## src/rtl/wsr_pkg.sv

```systemverilog
package wsr_pkg;

  typedef enum logic [1:0] {
    WD_LONG  = 2'b00,
    WD_MID   = 2'b01,
    WD_SHORT = 2'b10,
    WD_OFF   = 2'b11
  } wd_sel_e;

endpackage

```

## src/rtl/wsr_cs_sync.sv

```systemverilog
module wsr_cs_sync #(
  parameter int unsigned SYNC_STAGES = 2
) (
  input  logic clk_i,
  input  logic rst_ni,
  input  logic cs_i,
  output logic cs_fall_o
);

  // [0..SYNC_STAGES-1] synchronizer, [SYNC_STAGES] edge-detect delay
  logic [SYNC_STAGES:0] pipe_q;

  always_ff @(posedge clk_i or negedge rst_ni) begin
    if (!rst_ni) pipe_q <= '1;
    else         pipe_q <= {pipe_q[SYNC_STAGES-1:0], cs_i};
  end

  assign cs_fall_o = pipe_q[SYNC_STAGES] & ~pipe_q[SYNC_STAGES-1];

  p_single_pulse_r2: assert property (@(posedge clk_i) disable iff (!rst_ni)
    cs_fall_o |=> !cs_fall_o);

endmodule

```

## src/rtl/wsr_wdog.sv

```systemverilog
module wsr_wdog #(
  parameter int unsigned CNT_W = 4
) (
  input  logic             clk_i,
  input  logic             rst_ni,
  input  logic             tick_i,
  input  logic             enable_i,
  input  logic             hold_i,
  input  logic             restart_i,
  input  logic [CNT_W-1:0] period_i,
  output logic             expire_o
);

  logic [CNT_W-1:0] cnt_q;
  logic             at_end;

  assign at_end   = (cnt_q == period_i - CNT_W'(1));
  assign expire_o = tick_i & enable_i & ~hold_i & ~restart_i & at_end;

  always_ff @(posedge clk_i or negedge rst_ni) begin
    if (!rst_ni)                              cnt_q <= '0;
    else if (hold_i || !enable_i || restart_i) cnt_q <= '0;
    else if (tick_i) begin
      if (at_end) cnt_q <= '0;
      else        cnt_q <= cnt_q + CNT_W'(1);
    end
  end

  p_restart_clears_r2: assert property (@(posedge clk_i) disable iff (!rst_ni)
    restart_i |=> cnt_q == '0);

  p_hold_clears_r9: assert property (@(posedge clk_i) disable iff (!rst_ni)
    hold_i |=> cnt_q == '0);

  p_cnt_range_r1: assert property (@(posedge clk_i) disable iff (!rst_ni)
    !restart_i |-> cnt_q < period_i);

endmodule

```

## src/rtl/wsr_stretch.sv

```systemverilog
module wsr_stretch #(
  parameter int unsigned RST_TICKS = 200,
  parameter int unsigned PUR_TICKS = 200
) (
  input  logic clk_i,
  input  logic rst_ni,
  input  logic tick_i,
  input  logic supply_ok_i,
  input  logic trigger_i,
  output logic active_o
);

  localparam int unsigned MAX_TICKS = (RST_TICKS > PUR_TICKS) ? RST_TICKS : PUR_TICKS;
  localparam int unsigned RCNT_W    = $clog2(MAX_TICKS + 1);

  logic              active_q;
  logic [RCNT_W-1:0] left_q;

  always_ff @(posedge clk_i or negedge rst_ni) begin
    if (!rst_ni) begin
      active_q <= 1'b1;
      left_q   <= RCNT_W'(PUR_TICKS);
    end else if (!supply_ok_i) begin
      active_q <= 1'b1;
      left_q   <= RCNT_W'(RST_TICKS);
    end else if (trigger_i) begin
      active_q <= 1'b1;
      left_q   <= RCNT_W'(RST_TICKS);
    end else if (active_q && tick_i) begin
      if (left_q <= RCNT_W'(1)) begin
        active_q <= 1'b0;
        left_q   <= '0;
      end else begin
        left_q   <= left_q - RCNT_W'(1);
      end
    end
  end

  assign active_o = active_q;

  p_trigger_asserts_r4: assert property (@(posedge clk_i) disable iff (!rst_ni)
    trigger_i |=> active_q);

  p_supply_low_r5: assert property (@(posedge clk_i) disable iff (!rst_ni)
    !supply_ok_i |=> active_q);

  p_release_on_tick_r4: assert property (@(posedge clk_i) disable iff (!rst_ni)
    $fell(active_q) |-> $past(tick_i) && $past(supply_ok_i));

endmodule

```

## src/rtl/wdt_supply_reset.sv

```systemverilog
module wdt_supply_reset #(
  parameter int unsigned LONG_TICKS  = 1400,
  parameter int unsigned MID_TICKS   = 600,
  parameter int unsigned SHORT_TICKS = 200,
  parameter int unsigned RST_TICKS   = 200,
  parameter int unsigned PUR_TICKS   = 200,
  parameter bit          ACTIVE_HIGH = 1'b0
) (
  input  logic       clk_i,
  input  logic       rst_ni,
  input  logic       tick_i,
  input  logic [1:0] sel_i,
  input  logic       cs_i,
  input  logic       supply_ok_i,
  output logic       reset_o
);
  import wsr_pkg::*;

  localparam int unsigned CNT_W = $clog2(LONG_TICKS + 1);

  wd_sel_e          sel;
  logic [1:0]       sel_q;
  logic             sel_chg;
  logic [CNT_W-1:0] period;
  logic             wd_en;
  logic             cs_fall;
  logic             wd_expire;
  logic             rst_active;

  assign sel = wd_sel_e'(sel_i);

  always_ff @(posedge clk_i or negedge rst_ni) begin
    if (!rst_ni) sel_q <= WD_OFF;
    else         sel_q <= sel_i;
  end

  assign sel_chg = (sel_i != sel_q);

  always_comb begin
    wd_en = 1'b1;
    unique case (sel)
      WD_LONG:  period = CNT_W'(LONG_TICKS);
      WD_MID:   period = CNT_W'(MID_TICKS);
      WD_SHORT: period = CNT_W'(SHORT_TICKS);
      default: begin
        period = CNT_W'(SHORT_TICKS);
        wd_en  = 1'b0;
      end
    endcase
  end

  wsr_cs_sync #(.SYNC_STAGES(2)) u_cs_sync (
    .clk_i     (clk_i),
    .rst_ni    (rst_ni),
    .cs_i      (cs_i),
    .cs_fall_o (cs_fall)
  );

  wsr_wdog #(.CNT_W(CNT_W)) u_wdog (
    .clk_i     (clk_i),
    .rst_ni    (rst_ni),
    .tick_i    (tick_i),
    .enable_i  (wd_en),
    .hold_i    (rst_active),
    .restart_i (cs_fall | sel_chg),
    .period_i  (period),
    .expire_o  (wd_expire)
  );

  wsr_stretch #(.RST_TICKS(RST_TICKS), .PUR_TICKS(PUR_TICKS)) u_stretch (
    .clk_i       (clk_i),
    .rst_ni      (rst_ni),
    .tick_i      (tick_i),
    .supply_ok_i (supply_ok_i),
    .trigger_i   (wd_expire),
    .active_o    (rst_active)
  );

  generate
    if (ACTIVE_HIGH) begin : g_pol_high
      assign reset_o = rst_active;
    end else begin : g_pol_low
      assign reset_o = ~rst_active;
    end
  endgenerate

  p_off_quiet_r11: assert property (@(posedge clk_i) disable iff (!rst_ni)
    (sel_i == 2'b11) |-> !wd_expire);

  p_no_expire_in_reset_r9: assert property (@(posedge clk_i) disable iff (!rst_ni)
    rst_active |-> !wd_expire);

endmodule

```

## config.mk

```make
export PLATFORM = sky130hd
export DESIGN_NAME = wdt_supply_reset
export DESIGN_NICKNAME = d
export VERILOG_FILES = /design/src/rtl/wsr_pkg.sv /design/src/rtl/wsr_cs_sync.sv /design/src/rtl/wsr_wdog.sv /design/src/rtl/wsr_stretch.sv /design/src/rtl/wdt_supply_reset.sv
export SDC_FILE = /design/constraint.sdc
export NUM_CORES = 1
export LEC_CHECK = 0
export BUFFER_PORTS_ARGS = -buffer_cell sky130_fd_sc_hd__buf_4
export CAP_MARGIN = 20
export CORE_AREA = 2 2 55 83
export DETAILED_ROUTE_END_ITERATION = 10
export DIE_AREA = 0 0 57 85
export GPL_TIMING_DRIVEN = 1
export SYNTH_ARGS = -nofsm -noshare
export SYNTH_HDL_FRONTEND = slang
export SYNTH_SLANG_ARGS = --single-unit
```

## constraint.sdc

```tcl
create_clock -name clk_i -period 4.1 [get_ports clk_i]
set_input_delay 0.82 -clock clk_i [delete_from_list [all_inputs] [get_ports clk_i]]
set_output_delay 0.82 -clock clk_i [all_outputs]
set_load 0.005 [all_outputs]
```

==> qor.yml, run 1 <==
status: "finished clean"
cts_max_path_buffers: 2
pre_cts_slack_ns: 1.49
chipHeight_um: 85
grt_max_degree: 26
vias: 1080
ys.flop_type: "dfrtp_1"
syn_area_per_cell_sq_um: 10.6
grt_pass1_vias: 1139
setup_viol: 0
syn-cell-area_sq_um: 1420
drc_errors: 0
clock-sinks: 25
hold_class: "register to register"
initial_core_util: 0.343
power.density_nw_per_um2: 300
max-vdd-ir-drop_mv: 0.138
max_stage_delay_ns: 0.61
arrival_ns: 2.53
core_sq_um: 4140
synth_seq_cells: 25
grt-ovfl-total: 0
rr_worst_depth: 5
antenna_found_initial: 0
syn_inst: 134
crit_path_end_kind: "register"
crit_chain: "buf_4 -> xor2_1 -> o31ai_2 -> nand2_1 -> nor3_2 -> mux2_2"
async_flop_share: 1.00
vias_per_cell: 5.71
grt_pass1_wl_um: 5180
holdBufCountCts: 0
wire_per_inst_um: 15.4
dp_hpwl_um: 2210
n_antenna_cell: 0
r2r_start: "sel_q[0]"
cts_buffers: 3
multi_input_area_sq_um: 738
drive_above_1_share: 0.217
fin_cells: 189
drtIter0Drc: 32
slew_viol_final: 0
cts_resized: 0
wl_um: 2900
drt.antenna.violating_nets: 0
finalCritPeriodShare: 0.566
numPortBuffers: 7
clk_latency_ns: 0.27
cts_tree: "built"
most-common-layout-cells: "dfrtp_1 (16), nor2_1 (11), inv_1 (9), a22o_1 (9), dfstp_2 (9)"
area_growth_pct: 10.2
synth_nets: 144
synth_warnings: 0
rsz0062_at_grt: "no"
final_common_cell: "dfrtp_1"
cp_max_fo: 11
synth_edf_count: 0
tightest_slew_ns: 0.670
fin_ws_ns: 1.78
setup_tns_ns: 0
start_kind: "input pin"
die_area_sq_um: 4850
cts-htree-levels: 1
fmax_ghz: 0.431
io_pins: 8
die_x_um: 57
seqCellArea_sq_um: 637
crit_slowest_cell: "nor3_2"
clkTransAtPathRegs_ns: 0.09
synth_top_area_frac: 0.282
post_cts_buffers: 0
p_leak_nw: 0.657
r2r_slack_ns: 2.01
crit_type: "input pin to register"
place_inst: 185
yosysTopAreaCell: "dfrtp_1"
min_period_ns: 2.32
fillers: 420
firstDrtPassIters: 4
startpoint: "sel_i[0]"
hold_violations: 0
crit_required_ns: 4.31
place.gp.congestion: 0.835
totalPowerFinal_mw: 0.469
cp-endpoint: "u_wdog.cnt_q[0]"
finClkSkew_ns: 0.00683
num_rows: 29
synth_area_leaders: "dfrtp_1 (28%), dfstp_2 (17%), a22o_1 (5.6%)"
synth_cell_types: 44
regToRegEndpoint: "u_wdog.cnt_q[0]"
cts_root_buffer: "clkbuf_8"
relSlewSlack: 0.551
grt_usage: 0.135
hold_ws_ns: 0.359
maxCapViolCount: 0
nets: 154
ys_seq_area_frac: 0.449
## worst min-delay path by stage
| stage | startpoint | endpoint | cells past startpoint |
|---|---|---|---|
| 5_1_grt | u_cs_sync.pipe_q[0] | u_cs_sync.pipe_q[1] | 0 |
| 3_5_place_dp | u_cs_sync.pipe_q[0] | u_cs_sync.pipe_q[1] | 0 |
| 4_1_cts | u_cs_sync.pipe_q[0] | u_cs_sync.pipe_q[1] | 0 |
| 6_report | u_cs_sync.pipe_q[0] | u_cs_sync.pipe_q[1] | 0 |
| 3_3_place_gp | u_cs_sync.pipe_q[0] | u_cs_sync.pipe_q[1] | 0 |
| 2_1_floorplan | u_cs_sync.pipe_q[0] | u_cs_sync.pipe_q[1] | 0 |
## worst max-delay path, delay by kind of cell
family / cells / cell delay [ns]
and+or+nand+nor: 2 / 0.84
muxes: 1 / 0.28
buffers and inverters: 1 / 0.13
xor gates and xnor gates: 1 / 0.16
AOI/OAI and AO/OA: 1 / 0.30
## where the power goes
group	total, mW	switching (mW)	internal, mW
clock	0.146	0.0767	0.0695
combinational	0.0514	0.0286	0.0228
sequential	0.271	0.0117	0.259
total	0.469	0.117	0.352
## kinds of logic after synthesis
logic type | share of synthesized area
fa+ha+maj | 0.0265
buf+inv | 0.0309
flops | 0.449
xor+xnor | 0.0370
mux | 0.0150
simple gates | 0.219
compound gates | 0.223
## cells in the mapped netlist, types with 2 or more instances
cell type,number
a21oi_1,2
buf_2,2
dfstp_2,9
a22o_1,9
nand2_1,8
nand3_1,6
nor2_1,11
o21ai_0,4
xnor2_1,2
nor3b_1,3
nand4_1,3
o31ai_1,4
xor2_1,4
inv_1,9
dfrtp_1,16
nor4_1,3
nand2b_1,2
nor3_1,6
or3_4,2
ha_1,3
a211o_1,2
o2bb2ai_1,2
## layout make-up
class / count / area share
Multi-Input combinational cell: 98 / 0.472
Sequential cell: 25 / 0.407
Tap cell: 46 / 0.0368
Timing Repair Buffer: 7 / 0.0336
Clock buffer: 4 / 0.0288
Inverter: 9 / 0.0216
## per-layer routing
metal / wire length, um / track usage
met5: 0 / 0
met4: 80 / 0.0655
met3: 98 / 0.0244
met2: 1470 / 0.226
met1: 1260 / 0.166
## flip-flops by register name (all words and copies together) (netlist names)
| name | cells |
|---|---|
| sel_q | 2 |
| u_cs_sync.pipe_q | 3 |
| u_stretch.active_o | 1 |
| u_stretch.left_q | 8 |
| u_wdog.cnt_q | 11 |
## through the flow
stage | util | instance area (sq um)
2_1_floorplan | - | 1420
3_3_place_gp | 0.367 | 1520
3_5_place_dp | 0.367 | 1520
4_1_cts | 0.378 | 1560
5_1_grt | 0.378 | 1560
6_report | 0.378 | 1560
(Power assumes the default switching activity.)
==> run 2, diff against run 1 <==
--- a/config.mk
+++ b/config.mk
@@ -5,11 +5,12 @@
 export SDC_FILE = /design/constraint.sdc
 export NUM_CORES = 1
 export LEC_CHECK = 0
+export ABC_AREA = 1
 export BUFFER_PORTS_ARGS = -buffer_cell sky130_fd_sc_hd__buf_4
 export CAP_MARGIN = 20
-export CORE_AREA = 2 2 55 83
+export CORE_AREA = 2 2 57 85
 export DETAILED_ROUTE_END_ITERATION = 10
-export DIE_AREA = 0 0 57 85
+export DIE_AREA = 0 0 59 87
 export GPL_TIMING_DRIVEN = 1
 export SYNTH_ARGS = -nofsm -noshare
 export SYNTH_HDL_FRONTEND = slang
==> constraint.sdc (replaced) <==
create_clock -name clk_i -period 1.9 [get_ports clk_i]
set_input_delay 0.38 -clock clk_i [delete_from_list [all_inputs] [get_ports clk_i]]
set_output_delay 0.38 -clock clk_i [all_outputs]
set_load 0.005 [all_outputs]
==> run 2 against run 1 <==
The run now ends with hold timing left. Clock-buffer cell count is the same. Hold slack lost 0.36 ns. Register-to-register slack lost 1.7 ns. Synthesized area grew 5.2%. Synthesized cell count grew 50%. Sequential power grew 110%. Via count grew 21%. Clock power grew 120%. Sequential share of layout area shrank 1.9 points. Critical endpoint is now u_wdog.cnt_q[10]. Design area grew 4.8%. Sequential cell count is the same.
==> qor.yml, run 2 <==
most-common-layout-cells: "nand2_1 (56), inv_1 (27), nor2_1 (17)"
vias_per_cell: 5.06  # -11%
relSlewSlack: 0.744  # +0.193
clkTransAtPathRegs_ns: 0.09  # about the same
violations: "hold timing"
holdBufCountCts: 0  # unchanged
area_growth_pct: 9.81
dp_hpwl_um: 2370  # +7.0%
crit_path_end_kind: "register"
crit_required_ns: 2.06  # -2.25 ns
fmax_ghz: 0.625
finClkSkew_ns: 0.00795  # +0.00113 ns
hold_class: "input pin to async pin"
async_flop_share: 1.00  # unchanged
core_sq_um: 4430  # +7.1%
num_rows: 30  # +3.4%
synth_warnings: 0  # unchanged
top_regs: "u_wdog.cnt_q x11, u_stretch.left_q x8, u_cs_sync.pipe_q x3"
cts_root_buffer: "clkbuf_8"
synth_cell_types: 25  # -43%
die_x_um: 59  # +3.5%
min_period_ns: 1.60
grt_pass1_wl_um: 5590  # +8.0%
final_common_cell: "nand2_1"
die_area_sq_um: 5130  # +5.9%
hold_ws_ns: -0.00339  # -0.363 ns
wl_um: 3230  # +11%
ys_seq_area_frac: 0.427  # -0.0222
grt-ovfl-total: 0  # unchanged
grt_max_degree: 26  # unchanged
syn_area_per_cell_sq_um: 7.43  # -30%
syn-cell-area_sq_um: 1490  # +5.2%
wire_per_inst_um: 12.5  # -18%
top_register: "u_wdog.cnt_q"
nets: 221  # +44%
cts_tree: "built"
synth_edf_count: 0  # unchanged
grt_usage: 0.143  # +0.00737
pwr-share-clk: 0.318  # +0.006
synth_area_leaders: "dfrtp_1 (27%), dfstp_2 (16%), nand2_1 (14%)"
clk_latency_ns: 0.28  # about the same
antenna_found_initial: 0  # unchanged
setup_tns_ns: 0  # unchanged
hold_violations: 7  # +7
drt.antenna.violating_nets: 0  # unchanged
yosys-top-cells-count: "nand2_1 (56), inv_1 (27), nor2_1 (17)"
cts-htree-levels: 1  # unchanged
yosysTopAreaCell: "dfrtp_1"
slew_viol_final: 0  # unchanged
power.density_nw_per_um2: 628  # +110%
crit_type: "register to register"
drive_above_1_share: 0.148  # -0.0692
max-vdd-ir-drop_mv: 0.322  # +130%
pwr-share-seq: 0.558  # -0.020
io_pins: 8  # unchanged
p_int_mw: 0.757  # +120%
finalCritPeriodShare: 0.843
fillers: 473  # +13%
pwr-share-comb: 0.124  # +0.014
vias: 1306  # +21%
pre_cts_slack_ns: 0.170  # -1.32 ns
syn_inst: 201  # +50%
chipHeight_um: 87  # +2.4%
p_leak_nw: 0.740  # +13%
cp_max_fo: 7  # -4
n_antenna_cell: 0  # unchanged
cts_buffers: 3  # unchanged
synth.most_common_cell: "nand2_1"
synth_top_area_frac: 0.268  # -0.0140
initial_core_util: 0.337  # -0.00601
arrival_ns: 1.76  # -0.77 ns
ys.flop_type: "dfrtp_1"
place.gp.congestion: 0.807  # -3.3%
rsz0062_at_grt: "no"
status: "complete, but fails checks"
numPortBuffers: 7  # unchanged
firstDrtPassIters: 4  # unchanged
synth_seq_cells: 25  # unchanged
clock-sinks: 25  # unchanged
grt_pass1_vias: 1266  # +11%
tightest_slew_ns: 0.382  # -0.288 ns
drc_errors: 0  # unchanged
maxCapViolCount: 0  # unchanged
switching_share: 0.265  # +0.0149
drtIter0Drc: 40  # +25%
synth_nets: 211  # +47%
largest_reg_flops: 11  # unchanged
setup_viol: 0  # unchanged
start_kind: "register"
power_switching_mw: 0.272  # +130%
fin_ws_ns: 0.299  # -1.48 ns
cts_max_path_buffers: 2  # unchanged
run 2: power by group through the flow:
| stage | sequential [mW] | combinational (mW) | clock (mW) |
|---|---|---|---|
| after floorplan | 0.580 | 0.0870 | 0 |
| after global placement | 0.585 | 0.126 | 0 |
| after detailed placement | 0.584 | 0.127 | 0 |
| after CTS | 0.575 | 0.128 | 0.342 |
| after global routing | 0.578 | 0.148 | 0.357 |
| final | 0.575 | 0.128 | 0.327 |
run 2: layout make-up:
cell class / instances / area (sq um) / share of cell area
tap: 48 / 60.1 / 0.0366
sequential: 25 / 637 / 0.389
multi-input combinational: 143 / 721 / 0.440
inverter: 29 / 109 / 0.0664
clock buffer: 4 / 45.0 / 0.0275
timing repair buffer: 9 / 67.6 / 0.0412
run 2: routing by layer:
layer	global-route usage	share of wire	vias to the layer above
li1	-	-	667
met1	0.163	0.42	611
met2	0.262	0.54	23
met3	0.0134	0.020	5
met4	0.0620	0.018	0
met5	0	0	-
run 2: critical path, stage by stage, from the launching register on:
cell	delay [ns]
dfrtp_1	0.43
ha_1	0.22
nand4_1	0.12
nor2_1	0.14
nand4_1	0.20
nand2_1	0.25
o21ai_0	0.12
run 2: logic make-up after synthesis:
| logic type | Yosys count | synth area share |
|---|---|---|
| AOI/OAI and AO/OA | 21 | 0.0754 |
| xor gates and xnor gates | 6 | 0.0352 |
| adders and majority gates | 3 | 0.0251 |
| buffers and inverters | 33 | 0.0947 |
| DFF | 25 | 0.427 |
| and+or+nand+nor | 113 | 0.343 |
run 2: final timing paths:
check                               startpoint                   to  slack [ns]  cells past startpoint
setup reg to reg               u_wdog.cnt_q[0]     u_wdog.cnt_q[10]        0.30                      6
setup / recovery               u_wdog.cnt_q[0]     u_wdog.cnt_q[10]        0.30                      6
max in group asynchronous               rst_ni  u_cs_sync.pipe_q[1]        1.61                      1
hold / removal                          rst_ni  u_stretch.left_q[0]      -0.003                      1
min in group clk_i                        cs_i  u_cs_sync.pipe_q[0]        0.21                      1
hold reg to reg            u_cs_sync.pipe_q[0]  u_cs_sync.pipe_q[1]        0.36                      0
run 2: what timing repair did:
action | CTS | global route
setup endpoints to repair | 0 | 2
gates resized for setup | 0 | 1
buffers inserted | 0 | 0
run 2: through the flow:
step           total power [mW]   util  cell area, sq um  cells
3_5_place_dp              0.711  0.358              1590    254
3_3_place_gp              0.711  0.358              1590    254
5_1_grt                    1.08  0.370              1640    258
6_report                   1.03  0.370              1640    258
2_1_floorplan             0.667      -              1490    201
4_1_cts                    1.04  0.369              1630    258
